<file path="config.mk">
export PLATFORM = sky130hd
export DESIGN_NAME = pgw_sequencer
export DESIGN_NICKNAME = d
export VERILOG_FILES = /design/src/rtl/pgw_pkg.sv /design/src/rtl/pgw_page_ram.sv /design/src/rtl/pgw_fill_track.sv /design/src/rtl/pgw_unit_timer.sv /design/src/rtl/pgw_sequencer.sv
export SDC_FILE = /design/constraint.sdc
export NUM_CORES = 1
export LEC_CHECK = 0
export ABC_AREA = 0
export CAP_MARGIN = 25
export CORE_ASPECT_RATIO = 2
export CORE_MARGIN = 10
export CORE_UTILIZATION = 35
export CTS_CLUSTER_DIAMETER = 100
export DETAILED_ROUTE_END_ITERATION = 8
export PLACE_DENSITY = 0.53
export RECOVER_POWER = 50
export SLEW_MARGIN = 30
export SYNTH_ARGS = -nofsm -noshare
export SYNTH_HDL_FRONTEND = slang
export SYNTH_SLANG_ARGS = --single-unit
</file>
<file path="constraint.sdc">
create_clock -name clk -period 3 [get_ports clk]
set_input_delay 0.9 -clock clk [delete_from_list [all_inputs] [get_ports clk]]
set_output_delay 0.9 -clock clk [all_outputs]
set_load 0.005 [all_outputs]
</file>
<file path="src/rtl/pgw_pkg.sv">
package pgw_pkg;

    typedef enum logic [1:0] {
        ST_IDLE    = 2'd0,
        ST_COLLECT = 2'd1,
        ST_ABORTED = 2'd2,
        ST_PROGRAM = 2'd3
    } pgw_state_e;

endpackage

</file>
<file path="src/rtl/pgw_page_ram.sv">
module pgw_page_ram #(
    parameter int PAGE_BYTES = 8,
    parameter int DATA_W     = 8,
    localparam int PW        = (PAGE_BYTES > 1) ? $clog2(PAGE_BYTES) : 1
) (
    input  logic              clk,
    input  logic              rst_n,
    input  logic              we_i,
    input  logic [PW-1:0]     waddr_i,
    input  logic [DATA_W-1:0] wdata_i,
    input  logic [PW-1:0]     raddr_i,
    output logic [DATA_W-1:0] rdata_o
);

    logic [PAGE_BYTES-1:0][DATA_W-1:0] slot_bus;

    for (genvar gi = 0; gi < PAGE_BYTES; gi++) begin : g_slot
        logic [DATA_W-1:0] slot_q;

        always_ff @(posedge clk or negedge rst_n) begin
            if (!rst_n) begin
                slot_q <= '0;
            end else if (we_i && (waddr_i == PW'(gi))) begin
                slot_q <= wdata_i;
            end
        end

        assign slot_bus[gi] = slot_q;
    end

    assign rdata_o = slot_bus[raddr_i];

endmodule

</file>
<file path="src/rtl/pgw_fill_track.sv">
module pgw_fill_track #(
    parameter int PAGE_BYTES = 8,
    parameter int ADDR_W     = 9,
    localparam int PW        = (PAGE_BYTES > 1) ? $clog2(PAGE_BYTES) : 1,
    localparam int CW        = PW + 1
) (
    input  logic                  clk,
    input  logic                  rst_n,
    input  logic                  open_i,
    input  logic [ADDR_W-1:0]     open_addr_i,
    input  logic                  accept_i,
    input  logic                  drop_i,
    output logic [ADDR_W-1:0]     base_addr_o,
    output logic [PW-1:0]         wr_slot_o,
    output logic [CW-1:0]         fill_cnt_o,
    output logic                  full_o,
    output logic [PAGE_BYTES-1:0] mask_o
);

    logic [ADDR_W-1:0]     base_q;
    logic [PW-1:0]         slot_q;
    logic [CW-1:0]         cnt_q;
    logic [PAGE_BYTES-1:0] mask_q;
    logic                  full;

    assign full = (cnt_q == CW'(PAGE_BYTES));

    always_ff @(posedge clk or negedge rst_n) begin
        if (!rst_n) begin
            base_q <= '0;
            slot_q <= '0;
            cnt_q  <= '0;
            mask_q <= '0;
        end else if (open_i) begin
            base_q <= open_addr_i;
            slot_q <= open_addr_i[PW-1:0];
            cnt_q  <= '0;
            mask_q <= '0;
        end else if (drop_i) begin
            cnt_q  <= '0;
            mask_q <= '0;
        end else if (accept_i) begin
            mask_q[slot_q] <= 1'b1;
            slot_q         <= slot_q + 1'b1;
            if (!full) begin
                cnt_q <= cnt_q + 1'b1;
            end
        end
    end

    assign base_addr_o = base_q;
    assign wr_slot_o   = slot_q;
    assign fill_cnt_o  = cnt_q;
    assign full_o      = full;
    assign mask_o      = mask_q;


    mask_count_chk: assert property (@(posedge clk) disable iff (!rst_n)
        $countones(mask_q) == int'(cnt_q));


    count_cap_chk: assert property (@(posedge clk) disable iff (!rst_n)
        cnt_q <= CW'(PAGE_BYTES));

endmodule

</file>
<file path="src/rtl/pgw_unit_timer.sv">
module pgw_unit_timer #(
    parameter int UNIT_CYCLES = 100000,
    localparam int TW         = (UNIT_CYCLES > 1) ? $clog2(UNIT_CYCLES) : 1
) (
    input  logic clk,
    input  logic rst_n,
    input  logic run_i,
    output logic unit_done_o
);

    logic [TW-1:0] cnt_q;
    logic          at_end;

    assign at_end = (cnt_q == TW'(UNIT_CYCLES - 1));

    always_ff @(posedge clk or negedge rst_n) begin
        if (!rst_n) begin
            cnt_q <= '0;
        end else if (!run_i || at_end) begin
            cnt_q <= '0;
        end else begin
            cnt_q <= cnt_q + 1'b1;
        end
    end

    assign unit_done_o = run_i && at_end;


    timer_start_chk: assert property (@(posedge clk) disable iff (!rst_n)
        $rose(run_i) |-> (cnt_q == '0));

endmodule

</file>
<file path="src/rtl/pgw_sequencer.sv">
module pgw_sequencer
    import pgw_pkg::*;
#(
    parameter int PAGE_BYTES   = 8,
    parameter int ADDR_W       = 9,
    parameter int DATA_W       = 8,
    parameter int UNIT_CYCLES  = 100000,
    parameter bit WRAP_ON_FULL = (PAGE_BYTES > 2)
) (
    input  logic              clk,
    input  logic              rst_n,
    input  logic              open_stb,
    input  logic [ADDR_W-1:0] open_addr,
    input  logic              byte_stb,
    input  logic [DATA_W-1:0] byte_data,
    input  logic              stop_stb,
    output logic              busy,
    output logic              byte_ack,
    output logic              seq_abort,
    output logic              arr_we,
    output logic [ADDR_W-1:0] arr_addr,
    output logic [DATA_W-1:0] arr_wdata
);

    localparam int PW = (PAGE_BYTES > 1) ? $clog2(PAGE_BYTES) : 1;
    localparam int CW = PW + 1;

    pgw_state_e state_q, state_d;

    logic [ADDR_W-1:0]     base_addr;
    logic [PW-1:0]         wr_slot;
    logic [CW-1:0]         fill_cnt;
    logic                  page_full;
    logic [PAGE_BYTES-1:0] slot_mask;
    logic                  unit_done;
    logic [PW-1:0]         prog_idx_q;
    logic [PW-1:0]         rd_slot;
    logic [DATA_W-1:0]     rd_data;
    logic                  prog_last;
    logic                  ack_q;

    logic collecting;
    logic open_ok;
    logic byte_only;
    logic take_byte;
    logic ovf_byte;

    assign collecting = (state_q == ST_COLLECT);
    assign open_ok    = open_stb && !stop_stb && (state_q != ST_PROGRAM);
    assign byte_only  = byte_stb && !stop_stb && !open_stb && collecting;

    if (WRAP_ON_FULL) begin : g_wrap
        assign take_byte = byte_only;
        assign ovf_byte  = 1'b0;
    end else begin : g_abort
        assign take_byte = byte_only && !page_full;
        assign ovf_byte  = byte_only && page_full;
    end

    pgw_fill_track #(
        .PAGE_BYTES (PAGE_BYTES),
        .ADDR_W     (ADDR_W)
    ) u_track (
        .clk         (clk),
        .rst_n       (rst_n),
        .open_i      (open_ok),
        .open_addr_i (open_addr),
        .accept_i    (take_byte),
        .drop_i      (ovf_byte),
        .base_addr_o (base_addr),
        .wr_slot_o   (wr_slot),
        .fill_cnt_o  (fill_cnt),
        .full_o      (page_full),
        .mask_o      (slot_mask)
    );

    pgw_page_ram #(
        .PAGE_BYTES (PAGE_BYTES),
        .DATA_W     (DATA_W)
    ) u_ram (
        .clk     (clk),
        .rst_n   (rst_n),
        .we_i    (take_byte),
        .waddr_i (wr_slot),
        .wdata_i (byte_data),
        .raddr_i (rd_slot),
        .rdata_o (rd_data)
    );

    pgw_unit_timer #(
        .UNIT_CYCLES (UNIT_CYCLES)
    ) u_timer (
        .clk         (clk),
        .rst_n       (rst_n),
        .run_i       (state_q == ST_PROGRAM),
        .unit_done_o (unit_done)
    );

    assign rd_slot   = base_addr[PW-1:0] + prog_idx_q;
    assign prog_last = ((CW'(prog_idx_q) + CW'(1)) == fill_cnt);

    always_comb begin
        state_d = state_q;
        unique case (state_q)
            ST_IDLE: begin
                if (stop_stb)     state_d = ST_IDLE;
                else if (open_stb) state_d = ST_COLLECT;
            end
            ST_COLLECT: begin
                if (stop_stb)      state_d = (fill_cnt != '0) ? ST_PROGRAM : ST_IDLE;
                else if (open_stb) state_d = ST_COLLECT;
                else if (ovf_byte) state_d = ST_ABORTED;
            end
            ST_ABORTED: begin
                if (stop_stb)      state_d = ST_IDLE;
                else if (open_stb) state_d = ST_COLLECT;
            end
            ST_PROGRAM: begin
                if (unit_done && prog_last) state_d = ST_IDLE;
            end
            default: state_d = ST_IDLE;
        endcase
    end

    always_ff @(posedge clk or negedge rst_n) begin
        if (!rst_n) begin
            state_q <= ST_IDLE;
        end else begin
            state_q <= state_d;
        end
    end

    always_ff @(posedge clk or negedge rst_n) begin
        if (!rst_n) begin
            prog_idx_q <= '0;
            ack_q      <= 1'b0;
        end else begin
            ack_q <= take_byte;
            if (state_q != ST_PROGRAM) begin
                prog_idx_q <= '0;
            end else if (unit_done) begin
                prog_idx_q <= prog_idx_q + 1'b1;
            end
        end
    end

    always_comb begin
        busy      = (state_q == ST_PROGRAM);
        seq_abort = (state_q == ST_ABORTED);
        byte_ack  = ack_q;
        arr_we    = (state_q == ST_PROGRAM) && unit_done && slot_mask[rd_slot];
        arr_addr  = {base_addr[ADDR_W-1:PW], rd_slot};
        arr_wdata = rd_data;
    end


    busy_no_ack_chk: assert property (@(posedge clk) disable iff (!rst_n)
        busy |-> !byte_ack);


    ack_after_stb_chk: assert property (@(posedge clk) disable iff (!rst_n)
        byte_ack |-> $past(byte_stb));


    abort_no_prog_chk: assert property (@(posedge clk) disable iff (!rst_n)
        (seq_abort && stop_stb) |=> !busy);


    empty_stop_chk: assert property (@(posedge clk) disable iff (!rst_n)
        (collecting && (fill_cnt == '0) && stop_stb) |=> !busy);


    busy_end_chk: assert property (@(posedge clk) disable iff (!rst_n)
        $fell(busy) |-> $past(arr_we));

endmodule

</file>
==> flow_metrics.env <==
export IMPL_critPathMaxStageDelay_ps=550
export IMPL_placed_area_sq_um=6340
export IMPL_crit_cells=8
export IMPL_criticalPathCategory="flop to primary output"
export IMPL_finClkSkew_ps=8.67
export IMPL_fmax_ghz=0.296
export IMPL_min_path_cells=2
export IMPL_grt_max_degree=53
export IMPL_cp_top_family="adder cells"
export IMPL_die_x_microns=107
export IMPL_die_h_microns=195
export IMPL_setup_viol=9
export IMPL_clk_latency_ps=340
export IMPL_antenna_found_initial=0
export IMPL_p_per_area_nw_per_um2=731
export IMPL_worst_pin_slew_ps=1390
export IMPL_final_layout_size_suffix_gt1_frac=0.340
export IMPL_avgSynthCellArea_sq_um=12.8
export IMPL_fin_cells=704
export IMPL_wl_microns=12800
export IMPL_finalWorstPathRequiredPeriod_ps=3380
export IMPL_yosysWarningCount=0
export IMPL_min_period_over_period=1.13
export IMPL_vias=3553
export IMPL_cp_num_buf_inv=4
export IMPL_die_area_sq_um=20900
export IMPL_io_buffer_count=42
export IMPL_arrival_ps=2480
export IMPL_hold_path_class="flop to flop"
export IMPL_final_nets=538
export IMPL_dp_hpwl_microns=9220
export IMPL_synth_edf_count=0
export IMPL_r2r_cells=5
export IMPL_first_pass_iters=4
export IMPL_drc_errors=0
export IMPL_stdcell_area_sq_um=6730
export IMPL_antenna_left=0
export IMPL_cts_max_level=3
export IMPL_tns_ps=-2760
export IMPL_fp_row_count=63
export IMPL_setup_ws_ps=-378
export IMPL_violations="negative setup slack"
export IMPL_syn_instance_count=419
export IMPL_worst_setup_path_start_kind="flop"
export IMPL_reg2reg_setup_slack_ps=620
export IMPL_max_cap_violations=0
export IMPL_cp_end_kind="primary output"
export IMPL_ys_ff_latch=111
export IMPL_root_buffer="clkbuf_16"
export IMPL_clk_pin_slew_ps=80
export IMPL_yosys_cell_types_count=48
export IMPL_synth_seq_area_share=0.520
export IMPL_grt_pass1_vias=3989
export IMPL_cts_sinks=111
export IMPL_relSlewSlack=0.0720
export IMPL_syn_to_final_growth_pct=26.0
export IMPL_hp_start="u_track.base_addr_o[4]"
export IMPL_viasPerCell=5.05
export IMPL_antenna_cells=0
export IMPL_irDropWorstVdd_uv=318
export IMPL_overflow=0
export IMPL_crit_required_ps=2100
export IMPL_synth_ff_type="dfrtp_1"
export IMPL_cp_startpoint="u_track.base_addr_o[0]"
export IMPL_power_uw=4920
export IMPL_gp_congestion=0.784
export IMPL_grt_usage=0.127
export IMPL_path_common_cell="buf_6"
export IMPL_async_reset_ff_frac=1.00
export IMPL_dp_slack_ps=-269
export IMPL_finalHoldViolations=0
export IMPL_crit_path_cell_trace="ha_2, fa_2, buf_6, buf_6, buf_12, mux4_2, mux2_4, buf_6"
export IMPL_endpoint="arr_wdata[2]"
export IMPL_p_leak_uw=0.00309
export IMPL_tritoncts="yes"
export IMPL_maxSlewViolCount=0
export IMPL_mappedNetlistNets=453
export IMPL_cts_made_buffers=9
export IMPL_start_util=0.359
export IMPL_cp_max_fo=5
export IMPL_rsz0062_at_grt="yes"
export IMPL_synth_area_sq_um=5350
export IMPL_drt_iter0_drc=114
export IMPL_status="complete, but fails checks"
export IMPL_core_area_sq_um=14900
export IMPL_max_clock_path_buffers=2
export IMPL_r2r_start="u_timer.cnt_q[12]"
export IMPL_wl_per_cell_microns=18.1
export IMPL_grt_first_pass_wirelength_microns=21100
export IMPL_io_pins=43
export IMPL_placedCellCount=681
export IMPL_cts_hold_buffers=0
export IMPL_r2r_end="prog_idx_q[2]"
export IMPL_cp_slowest_cell="fa_2"
[layer usage]
metal | track usage | vias up | wire length (microns)
met5 | 0 | - | 0
met4 | 0.0347 | 0 | 171
met3 | 0.0212 | 12 | 282
met2 | 0.245 | 42 | 7400
met1 | 0.135 | 1823 | 4920
li1 | - | 1676 | -
[flip-flops by register name, indices dropped and copies added, names as in the netlist]
signal and cells:
u_ram.g_slot.slot_q 64, u_timer.cnt_q 17, u_track.base_addr_o 9, u_track.mask_o 8
u_track.fill_cnt_o 4, prog_idx_q 3, u_track.wr_slot_o 3, state_q 2
byte_ack 1
[worst min path at each step]
stage | to | slack, ps
floorplan | u_track.base_addr_o[3] | 450
global placement | u_track.base_addr_o[5] | 460
detailed placement | u_track.base_addr_o[4] | 470
CTS | u_track.base_addr_o[4] | 480
global route | u_track.base_addr_o[4] | 500
finish | u_track.base_addr_o[4] | 470
[tightest hold or removal path, cell delays in order (launching register included)]
cell and delay, ps:
dfrtp_1 340, nand2_1 50, nand2_1 50
[cell families (layout without fill, tap and decap cells)]
| group | Yosys count | after routing | share of synthesized area |
|---|---|---|---|
| adders and majority gates | 12 | 12 | 0.0295 |
| muxes | 92 | 92 | 0.231 |
| buffers and inverters | 26 | 116 | 0.0250 |
| DFF | 111 | 111 | 0.520 |
| and+or+nand+nor | 125 | 125 | 0.125 |
| xor gates and xnor gates | 20 | 20 | 0.0328 |
| AOI/OAI and AO/OA | 33 | 33 | 0.0372 |
[power breakdown]
group / total (uW) / switching [uW] / leakage [uW] / internal, uW
clock: 1150 / 572 / 0.000136 / 580
sequential: 2170 / 267 / 0.00149 / 1910
combinational: 1600 / 600 / 0.00147 / 999
[stage by stage]
| step | hold WS, ps | utilization |
|---|---|---|
| CTS | 484 | 0.457 |
| floorplan | 447 | - |
| global route | 498 | 0.452 |
| global placement | 458 | 0.426 |
| detailed placement | 465 | 0.426 |
| finish | 475 | 0.452 |
[Yosys cell counts, types with 4 or more instances]
cell      count  share of area
a31oi_1       7         0.0082
nor2_1       29          0.020
inv_1        10         0.0070
buf_4         7         0.0098
nand2_2       6         0.0070
clkbuf_1      5         0.0035
o21ai_0       8         0.0075
xnor2_1      11          0.018
or3_1         4         0.0047
nor2b_1       4         0.0047
nand4_1       4         0.0047
nand2_1      38          0.027
mux2_2       71           0.15
mux4_2       18          0.076
a21oi_1      10         0.0094
dfrtp_1     111           0.52
xor2_1        9          0.015
nor3_1        5         0.0047
nand3_1       9         0.0084
ha_1         11          0.026
[layout make-up]
| cell class | instances | area (sq um) |
|---|---|---|
| fillers | 1406 | 8170 |
| flip-flops and latches | 111 | 2780 |
| multi-input cells | 282 | 2470 |
| repair buffers | 90 | 917 |
| well taps | 195 | 244 |
| clock buffers | 10 | 229 |
| clock inverters | 6 | 53.8 |
| inverters | 10 | 37.5 |
[layout by cell type, fill, tap and decap left out, types with 11 or more instances in the layout]
| cell type | count |
|---|---|
| buf_12 | 11 |
| buf_4 | 26 |
| clkdlybuf4s50_1 | 27 |
| dfrtp_1 | 111 |
| mux2_2 | 65 |
| mux4_2 | 18 |
| nand2_1 | 38 |
| nor2_1 | 29 |
[repair_timing]
action | in CTS | in global routing
setup buffers | 6 | 1
pin swaps | 2 | 3
gates cloned | 3 | 0
resized for setup | 58 | 3
setup endpoints to repair | 11 | 10
No activity file was read; power rests on OpenSTA's default activity.
